### config.mk
export PLATFORM = sky130hd
export DESIGN_NAME = tmr_uev_ctrl
export DESIGN_NICKNAME = d
export VERILOG_FILES = /design/src/rtl/tmr_uev_pkg.sv /design/src/rtl/tmr_shadow_reg.sv /design/src/rtl/tmr_prescaler.sv /design/src/rtl/tmr_upcounter.sv /design/src/rtl/tmr_uev_ctrl.sv
export SDC_FILE = /design/constraint.sdc
export NUM_CORES = 1
export LEC_CHECK = 0
export ABC_CLOCK_PERIOD_IN_PS = 7900
export BUFFER_PORTS_ARGS = -buffer_cell sky130_fd_sc_hd__buf_4
export CAP_MARGIN = 20
export CORE_MARGIN = 2
export CORE_UTILIZATION = 55
export DETAILED_ROUTE_END_ITERATION = 8
export GPL_TIMING_DRIVEN = 0
export HOLD_SLACK_MARGIN = 0.06
export PLACE_DENSITY_LB_ADDON = 0.25
export SLEW_MARGIN = 10
export SYNTH_ARGS = -nofsm -noshare
export SYNTH_HDL_FRONTEND = slang
export SYNTH_HIERARCHICAL = 1
export SYNTH_SLANG_ARGS = --single-unit
export TNS_END_PERCENT = 10
### constraint.sdc
create_clock -name clk -period 7.9 [get_ports clk]
set_input_delay 1.58 -clock clk [delete_from_list [all_inputs] [get_ports clk]]
set_output_delay 1.58 -clock clk [all_outputs]
set_load 0.005 [all_outputs]
### src/rtl/tmr_uev_pkg.sv
package tmr_uev_pkg;
   typedef enum logic [1:0] {
      SEL_CTRL = 2'd0,
      SEL_DIV  = 2'd1,
      SEL_LIM  = 2'd2,
      SEL_CMP  = 2'd3
   } reg_sel_e;

   localparam int CB_RUN   = 0;
   localparam int CB_HOLD  = 1;
   localparam int CB_FORCE = 2;
   localparam int CTRL_W   = 3;
endpackage

### src/rtl/tmr_shadow_reg.sv
module tmr_shadow_reg #(
   parameter int W = 16
) (
   input  logic         clk,
   input  logic         rst_n,
   input  logic         stage_we,
   input  logic [W-1:0] stage_d,
   input  logic         load,
   output logic [W-1:0] stage_q,
   output logic [W-1:0] active_q
);
   if (W < 1) begin : g_bad_w
      $error("tmr_shadow_reg: W must be at least 1");
   end

   // the active copy takes the staged value held before this edge
   always_ff @(posedge clk or negedge rst_n) begin
      if (!rst_n) begin
         stage_q  <= '0;
         active_q <= '0;
      end else begin
         if (load)     active_q <= stage_q;
         if (stage_we) stage_q  <= stage_d;
      end
   end
endmodule

### src/rtl/tmr_prescaler.sv
module tmr_prescaler #(
   parameter int PSC_W = 16
) (
   input  logic             clk,
   input  logic             rst_n,
   input  logic             run,
   input  logic             reinit,
   input  logic [PSC_W-1:0] divisor,
   output logic             tick
);
   logic [PSC_W-1:0] phase_q;

   assign tick = run && (phase_q == divisor);

   always_ff @(posedge clk or negedge rst_n) begin
      if (!rst_n)      phase_q <= '0;
      else if (reinit) phase_q <= '0;
      else if (tick)   phase_q <= '0;
      else if (run)    phase_q <= phase_q + 1'b1;
   end
endmodule

### src/rtl/tmr_upcounter.sv
module tmr_upcounter #(
   parameter int CNT_W = 16
) (
   input  logic             clk,
   input  logic             rst_n,
   input  logic             tick,
   input  logic             reinit,
   input  logic [CNT_W-1:0] limit,
   output logic [CNT_W-1:0] cnt,
   output logic             wrap
);
   assign wrap = tick && (cnt == limit);

   always_ff @(posedge clk or negedge rst_n) begin
      if (!rst_n)      cnt <= '0;
      else if (reinit) cnt <= '0;
      else if (wrap)   cnt <= '0;
      else if (tick)   cnt <= cnt + 1'b1;
   end
endmodule

### src/rtl/tmr_uev_ctrl.sv
module tmr_uev_ctrl
   import tmr_uev_pkg::*;
#(
   parameter int DATA_W = 16,
   parameter int CNT_W  = 16,
   parameter int PSC_W  = 16
) (
   input  logic              clk,
   input  logic              rst_n,
   input  logic              wr_en,
   input  logic [1:0]        wr_sel,
   input  logic [DATA_W-1:0] wr_data,
   input  logic              slv_rst,
   input  logic              trig_start,
   output logic [CNT_W-1:0]  cnt_o,
   output logic              uev_o,
   output logic              cmp_match_o
);
   if (CNT_W > DATA_W) begin : g_bad_cnt
      $error("tmr_uev_ctrl: CNT_W must not exceed DATA_W");
   end
   if (PSC_W > DATA_W) begin : g_bad_psc
      $error("tmr_uev_ctrl: PSC_W must not exceed DATA_W");
   end
   if (DATA_W < CTRL_W) begin : g_bad_data
      $error("tmr_uev_ctrl: DATA_W too narrow for control word");
   end

   logic             run_q, hold_q;
   logic             ctrl_wr, force_upd, hold_eff, reinit, tick, wrap, upd;
   logic [PSC_W-1:0] div_stage, div_act;
   logic [CNT_W-1:0] lim_stage, lim_act, cmp_stage, cmp_act;

   assign ctrl_wr   = wr_en && (reg_sel_e'(wr_sel) == SEL_CTRL);
   assign force_upd = ctrl_wr && wr_data[CB_FORCE];
   // an inhibit bit written in the same cycle already applies
   assign hold_eff  = ctrl_wr ? wr_data[CB_HOLD] : hold_q;
   assign reinit    = force_upd || slv_rst;
   assign upd       = (wrap || reinit) && !hold_eff;

   always_ff @(posedge clk or negedge rst_n) begin
      if (!rst_n) begin
         run_q  <= 1'b0;
         hold_q <= 1'b0;
         uev_o  <= 1'b0;
      end else begin
         run_q  <= trig_start || (ctrl_wr ? wr_data[CB_RUN] : run_q);
         hold_q <= hold_eff;
         uev_o  <= upd;
      end
   end

   tmr_shadow_reg #(.W(PSC_W)) u_div (
      .clk(clk), .rst_n(rst_n),
      .stage_we(wr_en && (reg_sel_e'(wr_sel) == SEL_DIV)),
      .stage_d(wr_data[PSC_W-1:0]), .load(upd),
      .stage_q(div_stage), .active_q(div_act));

   tmr_shadow_reg #(.W(CNT_W)) u_lim (
      .clk(clk), .rst_n(rst_n),
      .stage_we(wr_en && (reg_sel_e'(wr_sel) == SEL_LIM)),
      .stage_d(wr_data[CNT_W-1:0]), .load(upd),
      .stage_q(lim_stage), .active_q(lim_act));

   tmr_shadow_reg #(.W(CNT_W)) u_cmp (
      .clk(clk), .rst_n(rst_n),
      .stage_we(wr_en && (reg_sel_e'(wr_sel) == SEL_CMP)),
      .stage_d(wr_data[CNT_W-1:0]), .load(upd),
      .stage_q(cmp_stage), .active_q(cmp_act));

   tmr_prescaler #(.PSC_W(PSC_W)) u_psc (
      .clk(clk), .rst_n(rst_n), .run(run_q), .reinit(reinit),
      .divisor(div_act), .tick(tick));

   tmr_upcounter #(.CNT_W(CNT_W)) u_cnt (
      .clk(clk), .rst_n(rst_n), .tick(tick), .reinit(reinit),
      .limit(lim_act), .cnt(cnt_o), .wrap(wrap));

   assign cmp_match_o = (cnt_o == cmp_act);
endmodule


# --- After elaboration in Yosys (flattened, before gate mapping) ---
# Cells that the tools add are included.
totals:
  regBits: 131
  output_inout_bits: 18
op_classes:
  n_eq_ne: 6
  reduce_logical: 15
  muxes: 8
  addsub: 2
ops:
  columns: ["operator", "n"]
  rows:
  - ["$mux W16", 6]
  - ["$eq A16 B16 Y1", 3]
  - ["$add A16 B1 Y16 const B", 2]
  - ["$logic_and A1 B1 Y1", 8]
  - ["$reduce_bool A3 Y1", 2]
  - ["$eq A2 B2 Y1 const B", 2]
  - ["$logic_or A1 B1 Y1", 3]
  - ["$eq A2 B1 Y1 const B", 1]
  - ["$logic_not A2 Y1", 1]
  - ["$mux W1", 2]
  - ["$logic_not A1 Y1", 1]

# --- Logic depth before layout (Yosys ltp) ---
depth:
  depth_word: 6
  depth_mapped: 12
  mapped_depth_nobuf: 9

# --- Hierarchy ---
# The synthesis kept the hierarchy.
modules_own_cells:
  columns: ["mod", "area_per_inst_um2", "n_inst", "seq_area_each_um2", "cells_per_inst"]
  rows:
  - ["tmr_shadow_reg", 1298.7, 3, 800.8, 68]
  - ["tmr_prescaler", 1096.1, 1, 400.4, 117]
  - ["tmr_upcounter", 1096.1, 1, 400.4, 117]
  - ["tmr_uev_ctrl", 346.6, 1, 75.1, 34]

# --- Worst setup path before layout ---
# Ideal clock, no wire load.
synth_path:
  path_kind: "input-to-reg"
  from: "input port wr_sel[1]"
  to: "register u_cmp.active_q[10]"
  setup_time_ns: 0.125
  arrival_time_ns: 2.932
  path_buffers: 2
  cell_stages: 6
  setup_slack_ns: 4.843
  required_ns: 7.775
  path_cell_list: "nor3b_4 -> mux2_4 -> o21ba_4 -> buf_6 -> buf_12 -> mux2_4"
synth_via:
  word_cells_on_any_way: 8
synth_lines:
  columns: ["item", "line_no", "text"]
  rows:
  - ["from (decl)", "tmr_uev_ctrl.sv:11", "input logic [1:0] wr_sel,"]
  - ["$logic_not A2 Y1", "tmr_uev_ctrl.sv:34", "assign ctrl_wr = wr_en && (reg_sel_e'(wr_sel) == SEL_CTRL);"]
  - ["$logic_and A1 B1 Y1", "tmr_uev_ctrl.sv:34", null]
  - ["$mux W1", "tmr_uev_ctrl.sv:37", "assign hold_eff = ctrl_wr ? wr_data[CB_HOLD] : hold_q;"]
  - ["named net hold_eff", "tmr_uev_ctrl.sv:30", "logic ctrl_wr, force_upd, hold_eff, reinit, tick, wrap, upd;"]
  - ["$logic_not A1 Y1", "tmr_uev_ctrl.sv:39", "assign upd = (wrap || reinit) && !hold_eff;"]
  - ["$logic_and A1 B1 Y1", "tmr_uev_ctrl.sv:39", null]
  - ["named net upd", "tmr_uev_ctrl.sv:30", null]
  - ["to (signal assigned)", "tmr_shadow_reg.sv:22", "if (load) active_q <= stage_q;"]
  - ["to (decl)", "tmr_shadow_reg.sv:10", "output logic [W-1:0] active_q"]
# The timed path passes the listed nets, and every way through them passes these cells.
# A chain may end at the register's enable or synchronous reset.

# --- Final worst setup path ---
layout_path:
  from: "register u_cnt.cnt[0]"
  to: "output port cmp_match_o"
layout_via:
  elab_chain_cells: 1
layout_rtl:
  columns: ["item", "line_no", "text"]
  rows:
  - ["from (decl)", "tmr_upcounter.sv:9", "output logic [CNT_W-1:0] cnt,"]
  - ["from (signal assigned)", "tmr_upcounter.sv:18", "else if (tick) cnt <= cnt + 1'b1;"]
  - ["$eq A16 B16 Y1", "tmr_uev_ctrl.sv:79", "assign cmp_match_o = (cnt_o == cmp_act);"]
  - ["to (decl)", "tmr_uev_ctrl.sv:17", "output logic cmp_match_o"]
# No other way between the ends.

==> results by group <==
Status
  • Status: completed

Floorplan
  • DIE AREA: approximately 0.013 mm2
  • Die Wd: 112 um
  • Io pins: 41
  • Die height: approximately 110 um
  • Initial Util: 0.564
  • Row cnt: 39
  • CORE AREA: 0.0114 mm2

Worst setup path
  • WS Path Type: reg2out
  • Startpoint types: flip-flop
  • CP delay by family, top: flip-flops
  • CP cell instances: xnor2_1 > nand4_1 > nor4_1 > buf_4
  • CP bufs+invs: 1
  • Worst path required time: 6.32 ns
  • Crit path DAT: between 1.5 and 2 ns
  • CP max FO: 9
  • CP Capture Type: output pin
  • CP max stage cell: dfrtp_1
  • CP peak stage delay: between 0.5 and 0.6 ns

STA
  • Final Hold Viols: 0
  • Final setup TNS: 0 ns
  • Worst slew margin: 0.667
  • Max Slew Vio Count: 0
  • Hold_ws: between 0.5 and 0.6 ns
  • Part of the cycle the worst path needs: 0.431
  • PnR worst setup slack: about 4.5 ns
  • Setup Skew: 0.00866 ns
  • Final setup fails: 0
  • Slew @ Worst Pin: between 0.4 and 0.5 ns
  • RSZ-0062 raised after global routing: false
  • Final Critical Period: between 3 and 4 ns
  • Fmax: 0.294 GHz

Power
  • Max VDD drop: 0.179 mV
  • Post-layout power: approximately 0.0022 W
  • PwrDens: 288 mW/mm2
  • Leakage: ~3.3 nW

Global routing
  • Vias in the first global route: 4,201
  • Global-route wire length before repair: ~23,000 um
  • Total global-route track usage: 0.236
  • Pin count of the biggest net entering global routing: 87
  • Initial antenna violation count: 0
  • Total gr overflow: 0

Final layout
  • Filler cells: roughly 840
  • Final Util: 0.661
  • Synth-to-Final Area Change: 17.3%
  • Fraction of layout cells with a size suffix above 1: 0.371
  • Diodes inserted: 0
  • Final net count: about 560

Detailed routing
  • Vias after detailed routing: between 4,000 and 5,000
  • Pre-Repair DR Iteration Count: 5
  • DRC: 0
  • DRT iter0 DRCs: approximately 330
  • Post-DRT Antenna Nets: 0
  • Detailed Route WL: approximately 14,000 um
  • Average wire per standard cell: 19.8 um
  • Vias per inst: 5.84

Synth
  • Synth area leader: dfrtp_1
  • Sequential fraction of the synthesis area: 0.509
  • Synth warn: 6
  • Synth Register Bits: ~130
  • Mapped Nets: just under 500
  • Ys flop type: dfrtp_1
  • Post-synthesis instance total: around 470
  • Post-synthesis async set-or-reset flop share: 1.00
  • Syn Area/Cell: approximately 14 um2
  • Most instantiated library cell after synthesis: dfrtp_1
  • Number of synthesized flops with an enable pin: 0
  • Area contributors post-synth: dfrtp_1, mux2_4, mux2_2, xnor2_1, xor2_1
  • Synth Cell Area: 0.00643 mm2
  • Share of the synthesized area in the top cell type: 0.509
  • Distinct cells, synth: 40
  • Most frequent cells after synthesis: dfrtp_1, mux2_4, mux2_2, xnor2_1, xor2_1

Job
  • Max cap viols: 0

Clock tree
  • Hold_buf cts: 0
  • Post-CTS resize count: 0
  • CTS Sinks: 131
  • Clk Latency, worst-skew pair: 0.42 ns
  • CTS Root Cell: clkbuf_16
  • Cts bufs inserted: 17
  • Clock-pin slew on the worst setup and hold paths: 0.06 ns
  • Post-CTS Setup Inserts: 0
  • CTS tree: built
  • CTS Buffer Depth: 2
  • CTS HTree Levels: 4

Hold path
  • Worst hold path class: reg2reg

Placement
  • Post-place setup slack: 4.54 ns
  • I/O Buffers: 40
  • DPL Wire Length: roughly 9400 um
  • Global placer's final weighted congestion: ~0.9
## per-layer routing
layer	GRT usage	wire length, um	share of wire
met5	0	0	0
met1	0.347	6410	0.47
met2	0.351	6340	0.47
met4	0.0837	216	0.016
met3	0.0497	632	0.046
## cells in the final DEF (no fill, tap or decap), drive strengths merged, types with 7 or more instances in the layout
cell type and count:
dfrtp 131, mux2 97, buf 63, xnor2 36, xor2 32, clkbuf 23, nand4 22, nor3 20
nand2 17, nor4 17, nand3 12, nor2 11, nor3b 7
## path summary, 6_finish.rpt
kind,end,slack [ns],startpoint,depth (start not counted)
max in group asynchronous,u_cnt/cnt[10]$_DFFE_PN0P_,6.04,rst_n,2
hold reg to reg,u_lim/stage_q[15]$_DFFE_PN0P_,0.50,u_lim/stage_q[15]$_DFFE_PN0P_,1
hold / removal,u_lim/stage_q[15]$_DFFE_PN0P_,0.50,u_lim/stage_q[15]$_DFFE_PN0P_,1
setup reg to reg,u_div/active_q[12]$_DFFE_PN0P_,4.75,u_psc/phase_q[0]$_DFFE_PN0P_,12
setup / recovery,cmp_match_o,4.49,u_cnt/cnt[0]$_DFFE_PN0P_,4
min in group asynchronous,u_div/active_q[14]$_DFFE_PN0P_,1.09,rst_n,1
## area by class of cell
type	count	area (um2)	share of cell area
inverters	4	15.0	0.00199
plain buffers	24	248	0.0328
clock buffers	21	480	0.0636
repair buffers	41	332	0.0439
clock inverters	11	125	0.0166
multi-input cells	313	2890	0.383
well taps	143	179	0.0237
flip-flops and latches	131	3280	0.434
## per-stage QoR
step           instance area [um2]  std cells
2_1_floorplan                 6430        472
3_3_place_gp                  6910        655
3_5_place_dp                  6950        656
4_1_cts                       7550        688
5_1_grt                       7550        688
6_report                      7550        688
## power by group
| part | switching, W | total (W) | internal (W) | leakage, nW |
|---|---|---|---|---|
| Combinational | 0.000163 | 0.000438 | 0.000275 | 1.42 |
| Clock | 0.000296 | 0.000795 | 0.000499 | 0.296 |
| Sequential | 0.000118 | 0.000941 | 0.000823 | 1.62 |
## logic make-up (layout without fill, tap and decap cells)
family | after synthesis | after routing | synth area share
compound gates | 15 | 15 | 0.0214
xor+xnor | 68 | 68 | 0.0926
fa+ha+maj | 2 | 2 | 0.00389
simple gates | 125 | 125 | 0.117
flops | 131 | 131 | 0.509
buf+inv | 28 | 101 | 0.0408
mux | 103 | 103 | 0.215
## flip-flops by register name, summed over array words and instances (netlist names), 16 cells and up
name            flops
u_cmp/active_q     16
u_cmp/stage_q      16
u_cnt/cnt          16
u_div/active_q     16
u_div/stage_q      16
u_lim/active_q     16
u_lim/stage_q      16
u_psc/phase_q      16
Power figures use the tool's default switching activity.
